==> src/rtl/lsp_pkg.sv <==
package lsp_pkg;
  localparam int unsigned NUM_PORTS = 3;
  localparam int unsigned MODE_W    = 8;
  localparam int unsigned STATE_W   = 4;
  localparam logic [STATE_W-1:0] TAP_TLR = 4'hF;
  localparam logic [STATE_W-1:0] TAP_RTI = 4'hC;

  typedef enum logic [2:0] {
    PS_TLR  = 3'd0,   // parked, local TAP held in reset
    PS_RTI  = 3'd1,   // parked, local TAP held in idle
    PS_WTLR = 3'd2,   // unpark pending, waiting for bridge to leave reset
    PS_WRTI = 3'd3,   // unpark pending, waiting for bridge to leave idle
    PS_LIVE = 3'd4    // following backplane TMS
  } port_st_e;

  typedef struct packed {
    logic unpark;
    logic park_tlr;
    logic park_rti;
    logic softreset;
    logic gotowait;
  } lsp_cmd_t;
endpackage

==> src/rtl/lsp_port_fsm.sv <==
module lsp_port_fsm
  import lsp_pkg::*;
(
  input  logic     tck,
  input  logic     trst_n,
  input  logic     en,
  input  logic     tms,
  input  logic     brg_tlr,
  input  logic     brg_rti,
  input  lsp_cmd_t cmd,
  output logic     tms_o,
  output logic     live_o
);
  port_st_e st, st_nx;

  always_ff @(posedge tck or negedge trst_n) begin
    if (!trst_n) st <= PS_TLR;
    else         st <= st_nx;
  end

  // Precedence: softreset > gotowait > park_tlr > park_rti > unpark
  always_comb begin
    st_nx = st;
    if (cmd.softreset) begin
      st_nx = PS_TLR;
    end else if (cmd.gotowait) begin
      st_nx = (st == PS_RTI || st == PS_WRTI) ? PS_RTI : PS_TLR;
    end else if (cmd.park_tlr && en) begin
      st_nx = PS_TLR;
    end else if (cmd.park_rti && en) begin
      st_nx = PS_RTI;
    end else if (cmd.unpark && en && st == PS_TLR) begin
      st_nx = PS_WTLR;
    end else if (cmd.unpark && en && st == PS_RTI) begin
      st_nx = PS_WRTI;
    end else begin
      unique case (st)
        PS_WTLR: if (brg_tlr && !tms) st_nx = PS_LIVE;
        PS_WRTI: if (brg_rti &&  tms) st_nx = PS_LIVE;
        default: st_nx = st;
      endcase
    end
  end

  always_comb begin
    unique case (st)
      PS_TLR:  tms_o = 1'b1;
      PS_RTI:  tms_o = 1'b0;
      PS_WTLR: tms_o = brg_tlr ? tms : 1'b1;
      PS_WRTI: tms_o = brg_rti ? tms : 1'b0;
      PS_LIVE: tms_o = tms;
      default: tms_o = 1'b1;
    endcase
  end

  assign live_o = (st == PS_LIVE);

  logic no_hi_cmd;
  assign no_hi_cmd = !cmd.softreset && !cmd.gotowait;

  a_r7_softreset_high: assert property (@(posedge tck) disable iff (!trst_n)
    cmd.softreset |=> tms_o);
  a_r5_parktlr_high: assert property (@(posedge tck) disable iff (!trst_n)
    (no_hi_cmd && cmd.park_tlr && en) |=> tms_o);
  a_r6_parkrti_low: assert property (@(posedge tck) disable iff (!trst_n)
    (no_hi_cmd && !cmd.park_tlr && cmd.park_rti && en) |=> !tms_o);
  a_r3_join_tlr: assert property (@(posedge tck) disable iff (!trst_n)
    (st == PS_WTLR && brg_tlr && !tms && no_hi_cmd && !cmd.park_tlr && !cmd.park_rti)
      |=> live_o);
  a_r2_disabled_stays: assert property (@(posedge tck) disable iff (!trst_n)
    (!en && no_hi_cmd && st == PS_TLR) |=> (st == PS_TLR));
  a_r8_rti_survives: assert property (@(posedge tck) disable iff (!trst_n)
    (cmd.gotowait && !cmd.softreset && st == PS_RTI) |=> !tms_o);
endmodule

==> src/rtl/lsp_chain_mux.sv <==
module lsp_chain_mux #(
  parameter int unsigned N = 3
) (
  input  logic         scan_in,
  input  logic [N-1:0] live,
  input  logic [N-1:0] tdo_l,
  output logic [N-1:0] tdi_l,
  output logic         scan_out
);
  logic [N:0] feed;
  assign feed[0] = scan_in;

  for (genvar k = 0; k < N; k++) begin : g_stage
    assign tdi_l[k]  = feed[k];
    assign feed[k+1] = live[k] ? tdo_l[k] : feed[k];
  end

  assign scan_out = feed[N];

  always_comb begin
    if (live == '0) a_r9_bypass_all: assert (scan_out == scan_in);
  end
endmodule

==> src/rtl/lsp_park_ctrl.sv <==
module lsp_park_ctrl
  import lsp_pkg::*;
(
  input  logic                 tck,
  input  logic                 trst_n,
  input  logic                 tms,
  input  logic [STATE_W-1:0]   brg_state,
  input  logic [MODE_W-1:0]    mode_reg,
  input  logic                 cmd_unpark,
  input  logic                 cmd_park_tlr,
  input  logic                 cmd_park_rti,
  input  logic                 cmd_softreset,
  input  logic                 cmd_gotowait,
  input  logic                 scan_in,
  input  logic [NUM_PORTS-1:0] tdo_l,
  output logic [NUM_PORTS-1:0] tms_l,
  output logic [NUM_PORTS-1:0] tdi_l,
  output logic                 scan_out
);
  logic brg_tlr, brg_rti;
  assign brg_tlr = (brg_state == TAP_TLR);
  assign brg_rti = (brg_state == TAP_RTI);

  lsp_cmd_t cmd;
  assign cmd.unpark    = cmd_unpark;
  assign cmd.park_tlr  = cmd_park_tlr;
  assign cmd.park_rti  = cmd_park_rti;
  assign cmd.softreset = cmd_softreset;
  assign cmd.gotowait  = cmd_gotowait;

  logic [NUM_PORTS-1:0] port_en;
  logic [NUM_PORTS-1:0] live;
  assign port_en = mode_reg[NUM_PORTS-1:0];

  for (genvar k = 0; k < NUM_PORTS; k++) begin : g_port
    lsp_port_fsm u_port (
      .tck    (tck),
      .trst_n (trst_n),
      .en     (port_en[k]),
      .tms    (tms),
      .brg_tlr(brg_tlr),
      .brg_rti(brg_rti),
      .cmd    (cmd),
      .tms_o  (tms_l[k]),
      .live_o (live[k])
    );
  end

  lsp_chain_mux #(.N(NUM_PORTS)) u_chain (
    .scan_in (scan_in),
    .live    (live),
    .tdo_l   (tdo_l),
    .tdi_l   (tdi_l),
    .scan_out(scan_out)
  );

  always_comb begin
    if (!trst_n) a_r1_reset_high: assert (tms_l == '1);
  end
endmodule

==> config.mk <==
export PLATFORM = sky130hd
export DESIGN_NAME = lsp_park_ctrl
export DESIGN_NICKNAME = d
export VERILOG_FILES = /design/src/rtl/lsp_pkg.sv /design/src/rtl/lsp_port_fsm.sv /design/src/rtl/lsp_chain_mux.sv /design/src/rtl/lsp_park_ctrl.sv
export SDC_FILE = /design/constraint.sdc
export NUM_CORES = 1
export LEC_CHECK = 0
export CAP_MARGIN = 20
export CORE_AREA = 2 2 41 43
export CTS_BUF_LIST = sky130_fd_sc_hd__clkbuf_4 sky130_fd_sc_hd__clkbuf_8
export DETAILED_ROUTE_END_ITERATION = 10
export DIE_AREA = 0 0 43 45
export DONT_BUFFER_PORTS = 1
export PLACE_DENSITY_LB_ADDON = 0.1
export SYNTH_ARGS = -nofsm -noshare
export SYNTH_HDL_FRONTEND = slang
export SYNTH_SLANG_ARGS = --single-unit
==> constraint.sdc <==
create_clock -name tck -period 1.8 [get_ports tck]
set_clock_uncertainty 0.05 [all_clocks]
set_input_delay 0.18 -clock tck [delete_from_list [all_inputs] [get_ports tck]]
set_output_delay 0.18 -clock tck [all_outputs]
set_load 0.005 [all_outputs]
==> results by stage, run 1 <==
Pwr:
- The internal power is 0.363 mW.
- After layout, the design draws a total of 0.493 mW.
- VDD sags by at most 0.403 mV.
- The power density relative to cell area is 548 nW/um^2.
- Of the total power, the share spent switching nets is 0.263.
- The analysis attributes to net switching a power of about 0.13 mW.
- The logic gate share of total power is 0.209.
- The fraction of power consumed by the clock network is 0.354.
- Of the total power, registers draw 0.437.
- In this run the static leakage power is 0.344 nW.

Clocking:
- The H-tree level count is 1.
- The clock drives 9 sinks.
- The cell at the root of the clock tree is sky130_fd_sc_hd__clkbuf_4.
- The clock tree from TritonCTS is built.
- The total CTS buffers is 3.
- The worst-skew pair later-pin latency is 0.27 ns.
- After clock tree synthesis, the clock-pin slew on the worst setup and hold paths is 0.06 ns.
- The clock passes through at most 2 buffers.

Synthesis:
- The number of nets in the synthesized netlist is 119.
- Yosys attributes the largest share of cell area to sky130_fd_sc_hd__dfrtp_1, sky130_fd_sc_hd__a21oi_1, sky130_fd_sc_hd__nand4bb_1.
- After synthesis, the netlist uses 40 different library cells.
- The primary flip-flop cell chosen by synthesis mapping is sky130_fd_sc_hd__dfrtp_1.
- The synthesized netlist occupies a cell area of slightly below 800 um^2.
- The count of warnings emitted by yosys is 0.
- The sequential element share of the synthesized area is 0.284.
- In this run, synthesis produced a sequential element count of 9.
- sky130_fd_sc_hd__dfrtp_1 takes more of the synthesized area than any other cell.
- The instance count of the mapped netlist is 95.
- Averaged over all synthesized cells, the footprint is 8.35 um^2.
- The area share of the leading cell type in the synthesized netlist is 0.284.
- Of all flip-flops after synthesis, the portion carrying an async set or reset was 1.00.
- The number of synthesized flops with an enable pin is 0.

Routing:
- The per-cell routed wire length is 16.2 um.
- The detailed-route via count is ~780.
- After the first detailed-routing iteration, the DRC count stood at 22.
- The total DRC errors in the routed layout is 0.
- The number of nets with antenna violations after detailed routing is 0.
- The via density per instance is 6.52.
- The sum of routed wire length over all layers is 1.94 mm.
- The detailed-router iteration count before antenna repair is 4.

STA:
- Setup repair after global routing could not meet its margin everywhere.
- After layout, the minimum clock period comes to ~2 ns.
- The setup TNS is -0.351 ns.
- In the post-route analysis, the smallest setup slack over all paths is -0.194 ns.
- The number of hold violations in the final report was 0.
- The worst hold-check slack is 0.0107 ns.
- The max-slew violation total from the final report is 0.
- The worst pin sits at a relative slew slack of 0.727.
- The total setup violations reported at the end of the flow is 2.
- The fraction of the cycle the final worst path needs is 1.11.
- For this run, the top clock speed supported by timing is 502 MHz.
- The actual slew at the worst max-slew pin is 0.408 ns.

GRT:
- After global routing the overflow that remains totals 0.
- Entering global routing, the biggest net connects 10 pins.
- The initial antenna violation count is 0.
- The via count of the first global-routing pass is a little over 700.
- The first global-routing pass estimated 3.11 mm of wire.
- Across every metal layer, demand over resource in global routing totals 0.220.

Hold path:
- The worst hold path was traced through 2 stages.
- The path with the worst hold slack has its endpoint at g_port[2].u_port.st[2]$_DFFE_PN0P_.
- The worst hold path begins at brg_state[3].
- The path class of the lowest-slack min-delay path is input port to flop.

Critical path:
- The number of cell instances on the worst register-to-register path is 5.
- Across all register-to-register paths, the minimum setup slack is 0.16 ns.
- The maximum fanout encountered on the critical timing path is 2.
- The destination of the worst register-to-register timing path is g_port[0].u_port.st[0]$_DFFE_PN0P_.
- The required time of the critical path is about 1.6 ns.
- The arrival time of the worst setup path is 1.76 ns.
- The endpoint type of the worst setup path is an output port.
- The launch point of the worst reg-to-reg path is g_port[0].u_port.st[1]$_DFFE_PN0P_.
- The worst setup path is of the flop to output port kind.
- The worst setup path is launched from a flop.

Placed design:
- The instance count after placement with tap cells included is 113.
- The detailed placement HPWL is between 1 and 1.5 mm.
- The count of buffers inserted at the top-level ports is 0.
- The last weighted congestion value of the routability-driven placer is 0.769.

Die:
- For this configuration, the core starts out at a cell density of 0.539.
- The core region area is ~1500 um^2.
- Row generation in the floorplan step produced 14 rows.
- In this run the count of I/O pins placed on the die edge is 31.
- The total die area is 1940 um^2.
- The die is between 40 and 50 um wide.
- The die is 45 um tall.

Final layout:
- The largest registers in the layout are g_port.u_port.st x9.
- The register with the most flip-flops is g_port.u_port.st.
- The flip-flop count of the largest register after layout is 9.
- The area growth from synthesis to final layout is 13.2%.
- After the flow finishes, the layout carries non-filler instances totaling 120.
- For this run, the post-layout net count is 129.
- The repair_antennas step left the layout with diodes totalling 0.
- Of the cells placed in the final design, the portion with a size suffix greater than 1 is 0.163.

Flow run:
- The max-capacitance violation count is 0.

Status:
- The final reports fail on negative setup slack.
- The flow ran to the end, but the final reports show violations.
-- critical path, stage by stage (launching register included) --
cell	delay (ns)
sky130_fd_sc_hd__dfrtp_1	0.39
sky130_fd_sc_hd__nor3b_2	0.24
sky130_fd_sc_hd__mux2_4	0.33
sky130_fd_sc_hd__mux2_4	0.26
sky130_fd_sc_hd__mux2_2	0.27
-- metrics by stage --
step / cell area (um^2) / setup slack (ns) / util
CTS: 898 / -0.158 / 0.611
global route: 898 / -0.248 / 0.611
global placement: 832 / 0.0854 / 0.565
finish: 898 / -0.194 / 0.611
detailed placement: 832 / 0.0586 / 0.565
floorplan: 793 / 0.0534 / -
-- kinds of logic after synthesis --
family	share of synthesized area
AO/OA/AOI/OAI	0.273
buffers and inverters	0.0757
multiplexers	0.0521
AND/OR/NAND/NOR	0.315
flip-flops	0.284
-- final cells by class --
type                    count  area (um^2)
multi-input cells          74          513
inverters                   7         26.3
flip-flops and latches      9          225
fillers                   150          573
well taps                  16         20.0
clock buffers               4         30.0
repair buffers             10         83.8
-- metal layers --
metal,track usage,wire [um]
met1,0.312,895
met2,0.333,868
met3,0.0160,136
met4,0.127,44
met5,0,0
-- cells in the mapped netlist, types with 3 or more instances --
cell type and instances:
sky130_fd_sc_hd__o21ai_0 3, sky130_fd_sc_hd__a21oi_1 8, sky130_fd_sc_hd__inv_1 7, sky130_fd_sc_hd__dfrtp_1 9
sky130_fd_sc_hd__nor2_1 6, sky130_fd_sc_hd__nor4bb_1 3, sky130_fd_sc_hd__nor2b_1 3, sky130_fd_sc_hd__nor3_1 5
sky130_fd_sc_hd__nand4bb_1 3, sky130_fd_sc_hd__nand2_1 3, sky130_fd_sc_hd__buf_4 4, sky130_fd_sc_hd__nand4_1 3
-- placed cells by master, fill, tap and decap left out, drive strengths merged, types with 4 or more instances in the layout --
cell type | synthesis | final
o21ai | 5 | 5
clkbuf | 1 | 4
nand2 | 4 | 4
nor3 | 5 | 5
inv | 7 | 7
nor2 | 6 | 6
dfrtp | 9 | 9
a21oi | 8 | 8
buf | 4 | 8
-- how the worst max path moves through the flow --
stage	startpoint	cells past startpoint	to	slack [ns]
2_1_floorplan	g_port[0].u_port.st[1]$_DFFE_PN0P_	4	scan_out	0.05
3_3_place_gp	g_port[0].u_port.st[1]$_DFFE_PN0P_	4	scan_out	0.09
3_5_place_dp	g_port[0].u_port.st[1]$_DFFE_PN0P_	4	scan_out	0.06
4_1_cts	g_port[0].u_port.st[1]$_DFFE_PN0P_	4	scan_out	-0.16
5_1_grt	g_port[0].u_port.st[1]$_DFFE_PN0P_	4	scan_out	-0.25
6_report	g_port[0].u_port.st[1]$_DFFE_PN0P_	4	scan_out	-0.19
-- power by group through the flow --
| stage | Combinational (mW) | Sequential, mW | Clock [mW] |
|---|---|---|---|
| floorplan | 0.0757 | 0.219 | 0 |
| global placement | 0.0906 | 0.217 | 0 |
| detailed placement | 0.0907 | 0.218 | 0 |
| CTS | 0.103 | 0.214 | 0.178 |
| global route | 0.115 | 0.216 | 0.184 |
| finish | 0.103 | 0.215 | 0.174 |
-- timing repair --
action | 4_1_cts | 5_1_grt
endpoints found under the setup margin | 2 | 2
setup buffers | 1 | 0
hold endpoints to repair | 10 | 0
hold buffers | 2 | 0
gates resized for setup | 2 | 0
Note: power is estimated with default switching activity, not from simulation.
==> inputs of run 2 (changes only) <==
- CTS_BUF_LIST: sky130_fd_sc_hd__clkbuf_4 sky130_fd_sc_hd__clkbuf_8 -> sky130_fd_sc_hd__clkbuf_4 sky130_fd_sc_hd__clkbuf_8 sky130_fd_sc_hd__clkbuf_16
- PLACE_DENSITY_LB_ADDON: 0.1 -> 0.08
==> run 2 against run 1 <==
  * The flow still finishes with violations (negative setup slack)
  * Largest power group unchanged
  * Non-clock buffer count decreased by 1
  * Sequential cell count unchanged
  * Sequential power about the same
  * Design area decreased by 0.84%
==> results by stage, run 2 (synthesized netlist as in run 1, its figures left out) <==
Final layout:
- The register with the most flip-flops is g_port.u_port.st (unchanged).
- The number of antenna repair diodes is 0 (unchanged).
- The fraction of final layout cells sized beyond drive strength 1 is 0.155 (was 0.163).
- Most frequent cells in the layout: sky130_fd_sc_hd__dfrtp_1, sky130_fd_sc_hd__a21oi_1, sky130_fd_sc_hd__inv_1 (was sky130_fd_sc_hd__dfrtp_1, sky130_fd_sc_hd__a21oi_1, sky130_fd_sc_hd__inv_1, sky130_fd_sc_hd__buf_4, sky130_fd_sc_hd__nor2_1).
- The number of nets in the layout is 128 (was 129).
- The final instance area is 891 um^2 (was 898 um^2).
- Largest registers ranked by flip-flop count: g_port.u_port.st x9 (unchanged).
- The final non-filler cell total came to 119 (was 120).
- The number of fill cells is 140 (was 150).
- The flip-flop count of the largest register after layout is 9 (unchanged).
- The area growth from synthesis to final layout is 12.3% (was 13.2%).
- The most common library cell in the layout ignoring fill and taps is sky130_fd_sc_hd__dfrtp_1 (unchanged).
- The share of the core filled with cells in the final layout is 0.605 (was 0.611).

Routing:
- The sum of routed wire length over all layers is 2.18 mm (was 1.94 mm).
- The per-cell routed wire length came to 18.3 um (was 16.2 um).
- The detailed-router iteration count before antenna repair came to 4 (unchanged).
- The detailed-route via count was 806 (was 782).
- The number of nets with antenna violations after detailed routing came to 0 (unchanged).
- The via density per instance is 6.77 (was 6.52).
- The total DRC errors in the routed layout came to 0 (unchanged).
- The violation count after the first detailed-route iteration is 13 (was 22).

Clocking:
- The cell at the root of the clock tree is sky130_fd_sc_hd__clkbuf_4 (unchanged).
- The clock tree from TritonCTS is built (unchanged).
- The H-tree level count is 1 (unchanged).
- The clock-pin slew reported for the worst setup and hold paths after clock tree synthesis was 0.08 ns (was 0.06 ns).
- The total CTS buffers came to 3 (unchanged).
- The total number of clock tree sinks is 9 (unchanged).
- The clock tree buffer depth is 2 (unchanged).
- The worst-skew pair later-pin latency is 0.27 ns (about the same).

Die:
- The total die area was 1940 um^2 (unchanged).
- The die width is 43 um (unchanged).
- The y dimension of the die is 45 um (unchanged).
- The core region area is 1470 um^2 (unchanged).
- The initial core utilization is 0.539 (unchanged).
- The number of standard-cell rows in the floorplan is 14 (unchanged).
- The number of ports placed on the die boundary is 31 (unchanged).

GRT:
- The wire length of the first global-routing pass is 3.65 mm (was 3.11 mm).
- The pin count of the biggest net entering global routing is 10 (unchanged).
- The via count of the first global-routing pass is 759 (was 709).
- The total global routing track utilization is 0.251 (was 0.220).
- The initial antenna violation count is 0 (unchanged).
- The total congestion overflow after global routing is 0 (unchanged).

STA:
- The actual slew at the worst max-slew pin came to 0.503 ns (was 0.408 ns).
- The fraction of the cycle the final worst path needs is 1.10 (was 1.11).
- The setup TNS is -0.311 ns (was -0.351 ns).
- The max-slew violation total from the final report is 0 (unchanged).
- The total setup violations reported at the end of the flow is 2 (unchanged).
- Setup repair after global routing missed its margin: yes (unchanged).
- The number of hold violations in the final report came to 0 (unchanged).
- The worst-case headroom to the max-slew limit is 0.663 (was 0.727).
- The final setup slack of the worst path is -0.172 ns (was -0.194 ns).
- The final critical path time including I/O delays and setup came to 1.97 ns (was 1.99 ns).
- The fmax is 507 MHz (was 502 MHz).

Placed design:
- The instance count after placement with tap cells included was 112 (was 113).
- The cell area reported after detailed placement is 825 um^2 (was 832 um^2).
- The detailed placement HPWL is 1.64 mm (was 1.45 mm).
- The last weighted congestion value of the routability-driven placer is 0.866 (was 0.769).
- The count of buffers inserted at the top-level ports was 0 (unchanged).

Critical path:
- The category of the worst setup path launch point is a flop (unchanged).
- The setup slack of the most critical reg-to-reg path was 0.22 ns (was 0.16 ns).
- The destination of the worst register-to-register timing path is g_port[0].u_port.st[0]$_DFFE_PN0P_ (unchanged).
- The arrival time of the worst setup path was 1.74 ns (was 1.76 ns).
- The endpoint type of the worst setup path is an output port (unchanged).
- The launch point of the worst reg-to-reg path is g_port[0].u_port.st[0]$_DFFE_PN0P_ (was g_port[0].u_port.st[1]$_DFFE_PN0P_).
- The maximum fanout encountered on the critical timing path is 2 (unchanged).
- The first element of the critical path is g_port[0].u_port.st[1]$_DFFE_PN0P_ (unchanged).
- The timing endpoint of the critical path is scan_out (unchanged).
- The required time of the critical path is 1.57 ns (about the same).
- The number of cell instances on the worst register-to-register path is 5 (unchanged).
- The worst setup path category is flop to output port (unchanged).

Flow run:
- The max-capacitance violation count is 0 (unchanged).

Status:
- Outcome: complete, but fails checks (unchanged).
- Violations in the final reports: negative setup slack (unchanged).

Pwr:
- The worst ir drop on vdd was 0.407 mV (was 0.403 mV).
- The power density relative to cell area is 564 nW/um^2 (was 548 nW/um^2).
- The static leakage is 0.340 nW (was 0.344 nW).
- The total power came to 0.503 mW (was 0.493 mW).

Hold path:
- The hold-critical path depth is 2 (unchanged).
- The path class of the lowest-slack min-delay path is input port to flop (unchanged).
==> run 2: cell count changes in the layout (fill, tap and decap cells not counted) <==
cell,before,now
sky130_fd_sc_hd__buf_4,7,6
==> run 2: worst min path at each step <==
stage	slack [ns]	end	startpoint
2_1_floorplan	-0.17	g_port[0].u_port.st[0]$_DFFE_PN0P_	trst_n
3_3_place_gp	-0.17	g_port[2].u_port.st[1]$_DFFE_PN0P_	trst_n
3_5_place_dp	-0.17	g_port[2].u_port.st[1]$_DFFE_PN0P_	trst_n
4_1_cts	0.005	g_port[2].u_port.st[2]$_DFFE_PN0P_	brg_state[3]
5_1_grt	0.03	g_port[2].u_port.st[2]$_DFFE_PN0P_	brg_state[3]
6_report	0.003	g_port[2].u_port.st[2]$_DFFE_PN0P_	brg_state[3]
==> run 2: where the power goes <==
| group | total [mW] | switching [mW] | internal [mW] |
|---|---|---|---|
| clock | 0.184 | 0.0828 | 0.101 |
| combinational | 0.104 | 0.0505 | 0.0540 |
| sequential | 0.214 | 0.00607 | 0.208 |
| total | 0.503 | 0.139 | 0.363 |
==> run 2: through the flow <==
| stage | hold slack [ns] | worst slack [ns] |
|---|---|---|
| after global routing | 0.0343 | -0.239 |
| after floorplan | -0.166 | 0.0534 |
| after global placement | -0.165 | 0.0223 |
| after detailed placement | -0.165 | 0.0391 |
| after CTS | 0.00462 | -0.169 |
| final | 0.00278 | -0.172 |
==> run 2: area by class of cell <==
| type | instances | area [um^2] | share of cell area |
|---|---|---|---|
| timing repair buffer | 9 | 76.3 | 0.0857 |
| inverter | 7 | 26.3 | 0.0295 |
| multi-input combinational | 74 | 513 | 0.576 |
| clock buffer | 4 | 30.0 | 0.0337 |
| tap | 16 | 20.0 | 0.0225 |
| sequential | 9 | 225 | 0.253 |
==> run 2: critical path, cell delays in order (launching register included) <==
cell and delay (ns):
sky130_fd_sc_hd__dfrtp_1 0.38, sky130_fd_sc_hd__nor3b_2 0.24, sky130_fd_sc_hd__mux2_4 0.33, sky130_fd_sc_hd__mux2_4 0.26
sky130_fd_sc_hd__mux2_2 0.27
==> run 2: what timing repair did <==
action / in CTS / in global routing
pin swaps: 0 / 0
cloned: 0 / 0
hold buffers: 2 / 0
setup buffers: 1 / 0
hold endpoints to repair: 10 / 0
resized for setup: 2 / 0
setup endpoints to repair: 2 / 2
==> run 2: layer usage <==
metal / global-route usage / wire length (um)
met1: 0.340 / 988
met4: 0.0727 / 38
met3: 0.0520 / 156
met2: 0.412 / 992
met5: 0 / 0
==> inputs of run 3 (changes only) <==
- PLACE_DENSITY: default -> 0.78
- PLACE_DENSITY_LB_ADDON: 0.08 -> default
- clock period: 1.8 -> 2.1 ns (I/O delays scaled with it)
==> run 3 against run 2 <==
  * The run now ends clean
  * Critical path depth unchanged
  * Global-route usage decreased by 2.5 points
  * First-iteration DRC count up 69%
  * Register-to-register slack improved by 0.20 ns
  * Worst hold slack worse by 0.0017 ns
==> results by stage, run 3 (synthesized netlist as in run 1, its figures left out) <==
Clocking:
- The total number of clock tree sinks is 9 (unchanged).
- The worst-skew pair later-pin latency is 0.27 ns (about the same).
- The clock-pin slew reported for the worst setup and hold paths after clock tree synthesis is 0.08 ns (about the same).
- The clock tree from TritonCTS is built (unchanged).
- The total CTS buffers is 3 (unchanged).
- The H-tree level count is 1 (unchanged).
- The clock tree buffer depth was 2 (unchanged).
- The cell at the root of the clock tree is sky130_fd_sc_hd__clkbuf_4 (unchanged).

Critical path:
- The required time of the critical path is 1.84 ns (was 1.57 ns).
- The arrival time of the worst setup path came to 1.81 ns (was 1.74 ns).
- The critical path's slowest cell is sky130_fd_sc_hd__dfrtp_2 (was sky130_fd_sc_hd__dfrtp_1).
- Chain of cells forming the critical path: nor3b_4 -> mux2_4 -> mux2_4 -> mux2_2 (was nor3b_2 -> mux2_4 -> mux2_4 -> mux2_2).
- The category of the worst setup path launch point is a flop (unchanged).
- The maximum fanout encountered on the critical timing path is 5 (was 2).
- The dominant cell type by count on the critical path was sky130_fd_sc_hd__mux2_4 (unchanged).
- The largest incremental delay on the critical path is 0.44 ns (was 0.38 ns).
- The setup slack of the most critical reg-to-reg path is 0.42 ns (was 0.22 ns).
- The endpoint type of the worst setup path is an output port (unchanged).
- The first element of the critical path is g_port[0].u_port.st[0]$_DFFE_PN0P_ (was g_port[0].u_port.st[1]$_DFFE_PN0P_).
- The destination of the worst register-to-register timing path is g_port[0].u_port.st[0]$_DFFE_PN0P_ (unchanged).
- The worst setup path category was flop to output port (unchanged).
- The launch point of the worst reg-to-reg path is g_port[0].u_port.st[1]$_DFFE_PN0P_ (was g_port[0].u_port.st[0]$_DFFE_PN0P_).
- The timing endpoint of the critical path is scan_out (unchanged).
- The number of cell instances on the worst register-to-register path is 5 (unchanged).

Routing:
- The detailed-route via count is 802 (was 806).
- The total DRC errors in the routed layout is 0 (unchanged).
- The per-cell routed wire length is 18.3 um (about the same).
- The number of nets with antenna violations after detailed routing is 0 (unchanged).
- The sum of routed wire length over all layers is 2.10 mm (was 2.18 mm).
- The via density per instance is 6.97 (was 6.77).
- The detailed-router iteration count before antenna repair came to 4 (unchanged).
- The violation count after the first detailed-route iteration is 22 (was 13).

GRT:
- The total global routing track utilization is 0.226 (was 0.251).
- The total congestion overflow after global routing is 0 (unchanged).
- The wire length of the first global-routing pass is 3.26 mm (was 3.65 mm).
- The via count of the first global-routing pass is 737 (was 759).
- The initial antenna violation count was 0 (unchanged).
- The pin count of the biggest net entering global routing is 10 (unchanged).

Final layout:
- Most frequent cells in the layout: sky130_fd_sc_hd__a21oi_1, sky130_fd_sc_hd__dfrtp_1, sky130_fd_sc_hd__inv_1 (was sky130_fd_sc_hd__dfrtp_1, sky130_fd_sc_hd__a21oi_1, sky130_fd_sc_hd__inv_1).
- The final instance area came to 862 um^2 (was 891 um^2).
- The fraction of final layout cells sized beyond drive strength 1 came to 0.141 (was 0.155).
- The area growth from synthesis to final layout is 8.68% (was 12.3%).
- Largest registers ranked by flip-flop count: g_port.u_port.st x9 (unchanged).
- The number of nets in the layout is 124 (was 128).
- The number of fill cells is 135 (was 140).
- The register with the most flip-flops is g_port.u_port.st (unchanged).
- The flip-flop count of the largest register after layout is 9 (unchanged).
- The area of the multi-input gates came to 519 um^2 (was 513 um^2).
- The sequential cell area came to 226 um^2 (was 225 um^2).
- The number of antenna repair diodes was 0 (unchanged).

Placed design:
- The detailed placement HPWL is 1.47 mm (was 1.64 mm).
- The last weighted congestion value of the routability-driven placer came to 0.926 (was 0.866).
- The count of buffers inserted at the top-level ports is 0 (unchanged).
- The cell area reported after detailed placement is 795 um^2 (was 825 um^2).

STA:
- Setup repair after global routing missed its margin: no (was yes).
- The total setup violations reported at the end of the flow was 0 (was 2).
- The actual slew at the worst max-slew pin is 0.472 ns (was 0.503 ns).
- The max-slew violation total from the final report is 0 (unchanged).
- The worst hold-check slack was 0.00112 ns (was 0.00278 ns).
- Dividing the final minimum period by the clock period gives 0.985.
- The worst-case headroom to the max-slew limit is 0.684 (was 0.663).
- Timing would allow up to 483 MHz.
- Subtracting the final worst setup slack from the clock period gives 2.07 ns.
- The setup TNS was 0 ns (was -0.311 ns).
- The number of hold violations in the final report is 0 (unchanged).

Die:
- The die width was 43 um (unchanged).
- The initial core utilization is 0.539 (unchanged).
- The core region area is 1470 um^2 (unchanged).
- The number of ports placed on the die boundary is 31 (unchanged).
- The total die area is 1940 um^2 (unchanged).
- The y dimension of the die came to 45 um (unchanged).
- The number of standard-cell rows in the floorplan is 14 (unchanged).

Status:
- Outcome: completed (was complete, but fails checks).

Pwr:
- The switching share of total power is 0.279 (was 0.277).
- The internal power is 0.306 mW (was 0.363 mW).
- The worst ir drop on vdd was 0.387 mV (was 0.407 mV).
- The net switching power is 0.118 mW (was 0.139 mW).
- The fraction of power consumed by the clock network came to 0.369 (was 0.365).
- The fraction of power consumed by sequential logic is 0.440 (was 0.427).
- The logic gate share of total power is 0.190 (was 0.208).
- The static leakage was 0.317 nW (was 0.340 nW).
- The power density relative to cell area is 492 nW/um^2 (was 564 nW/um^2).

Flow run:
- The max-capacitance violation count came to 0 (unchanged).

Hold path:
- The hold-critical path depth came to 1 (was 2).
- The origin of the worst min-delay path is cmd_softreset (was brg_state[3]).
- The path class of the lowest-slack min-delay path is input port to flop (unchanged).
[run 3: worst min path at each step]
stage               slack, ns                                  to
CTS                     0.007  g_port[2].u_port.st[0]$_DFFE_PN0P_
finish                  0.001  g_port[2].u_port.st[0]$_DFFE_PN0P_
floorplan               -0.14  g_port[0].u_port.st[0]$_DFFE_PN0P_
global route            0.008  g_port[2].u_port.st[0]$_DFFE_PN0P_
detailed placement      -0.14  g_port[2].u_port.st[0]$_DFFE_PN0P_
global placement        -0.14  g_port[2].u_port.st[0]$_DFFE_PN0P_
[run 3: final cells by class]
| class | count | area share |
|---|---|---|
| well taps | 16 | 0.0232 |
| inverters | 7 | 0.0305 |
| multi-input cells | 74 | 0.602 |
| clock buffers | 4 | 0.0348 |
| repair buffers | 5 | 0.0464 |
| flip-flops and latches | 9 | 0.263 |
[run 3: worst max-delay path, delay by kind of cell, from the launching register on]
kind	cells	cell delay (ns)
flops	1	0.44
mux	3	0.87
simple gates	1	0.24
[run 3: power groups by stage]
| stage | clock (mW) | combinational, mW | sequential, mW |
|---|---|---|---|
| final | 0.157 | 0.0808 | 0.187 |
| after global routing | 0.159 | 0.0900 | 0.188 |
| after CTS | 0.154 | 0.0734 | 0.186 |
| after detailed placement | 0 | 0.0674 | 0.189 |
| after global placement | 0 | 0.0658 | 0.189 |
| after floorplan | 0 | 0.0648 | 0.187 |
[run 3: metal layers]
metal | vias to the layer above | global-route usage | part of all wire
li1 | 376 | - | -
met1 | 377 | 0.271 | 0.41
met4 | 0 | 0.109 | 0.0095
met5 | - | 0 | 0
met3 | 4 | 0.0400 | 0.085
met2 | 45 | 0.397 | 0.49
[run 3: repair_timing]
item,CTS,global route
endpoints found under the hold margin,9,0
pin swaps,0,1
cloned,0,0
hold buffers,1,0
setup buffers,0,2
setup endpoints to repair,1,1
resized for setup,1,2
[run 3: per-stage QoR]
step                      setup slack (ns)  cells  power (mW)   util
after floorplan                      0.323     95       0.252      -
after global routing                0.0202    115       0.437  0.586
final                               0.0305    115       0.424  0.586
after global placement               0.204    108       0.255  0.540
after detailed placement             0.185    108       0.257  0.540
after CTS                           0.0187    113       0.413  0.571
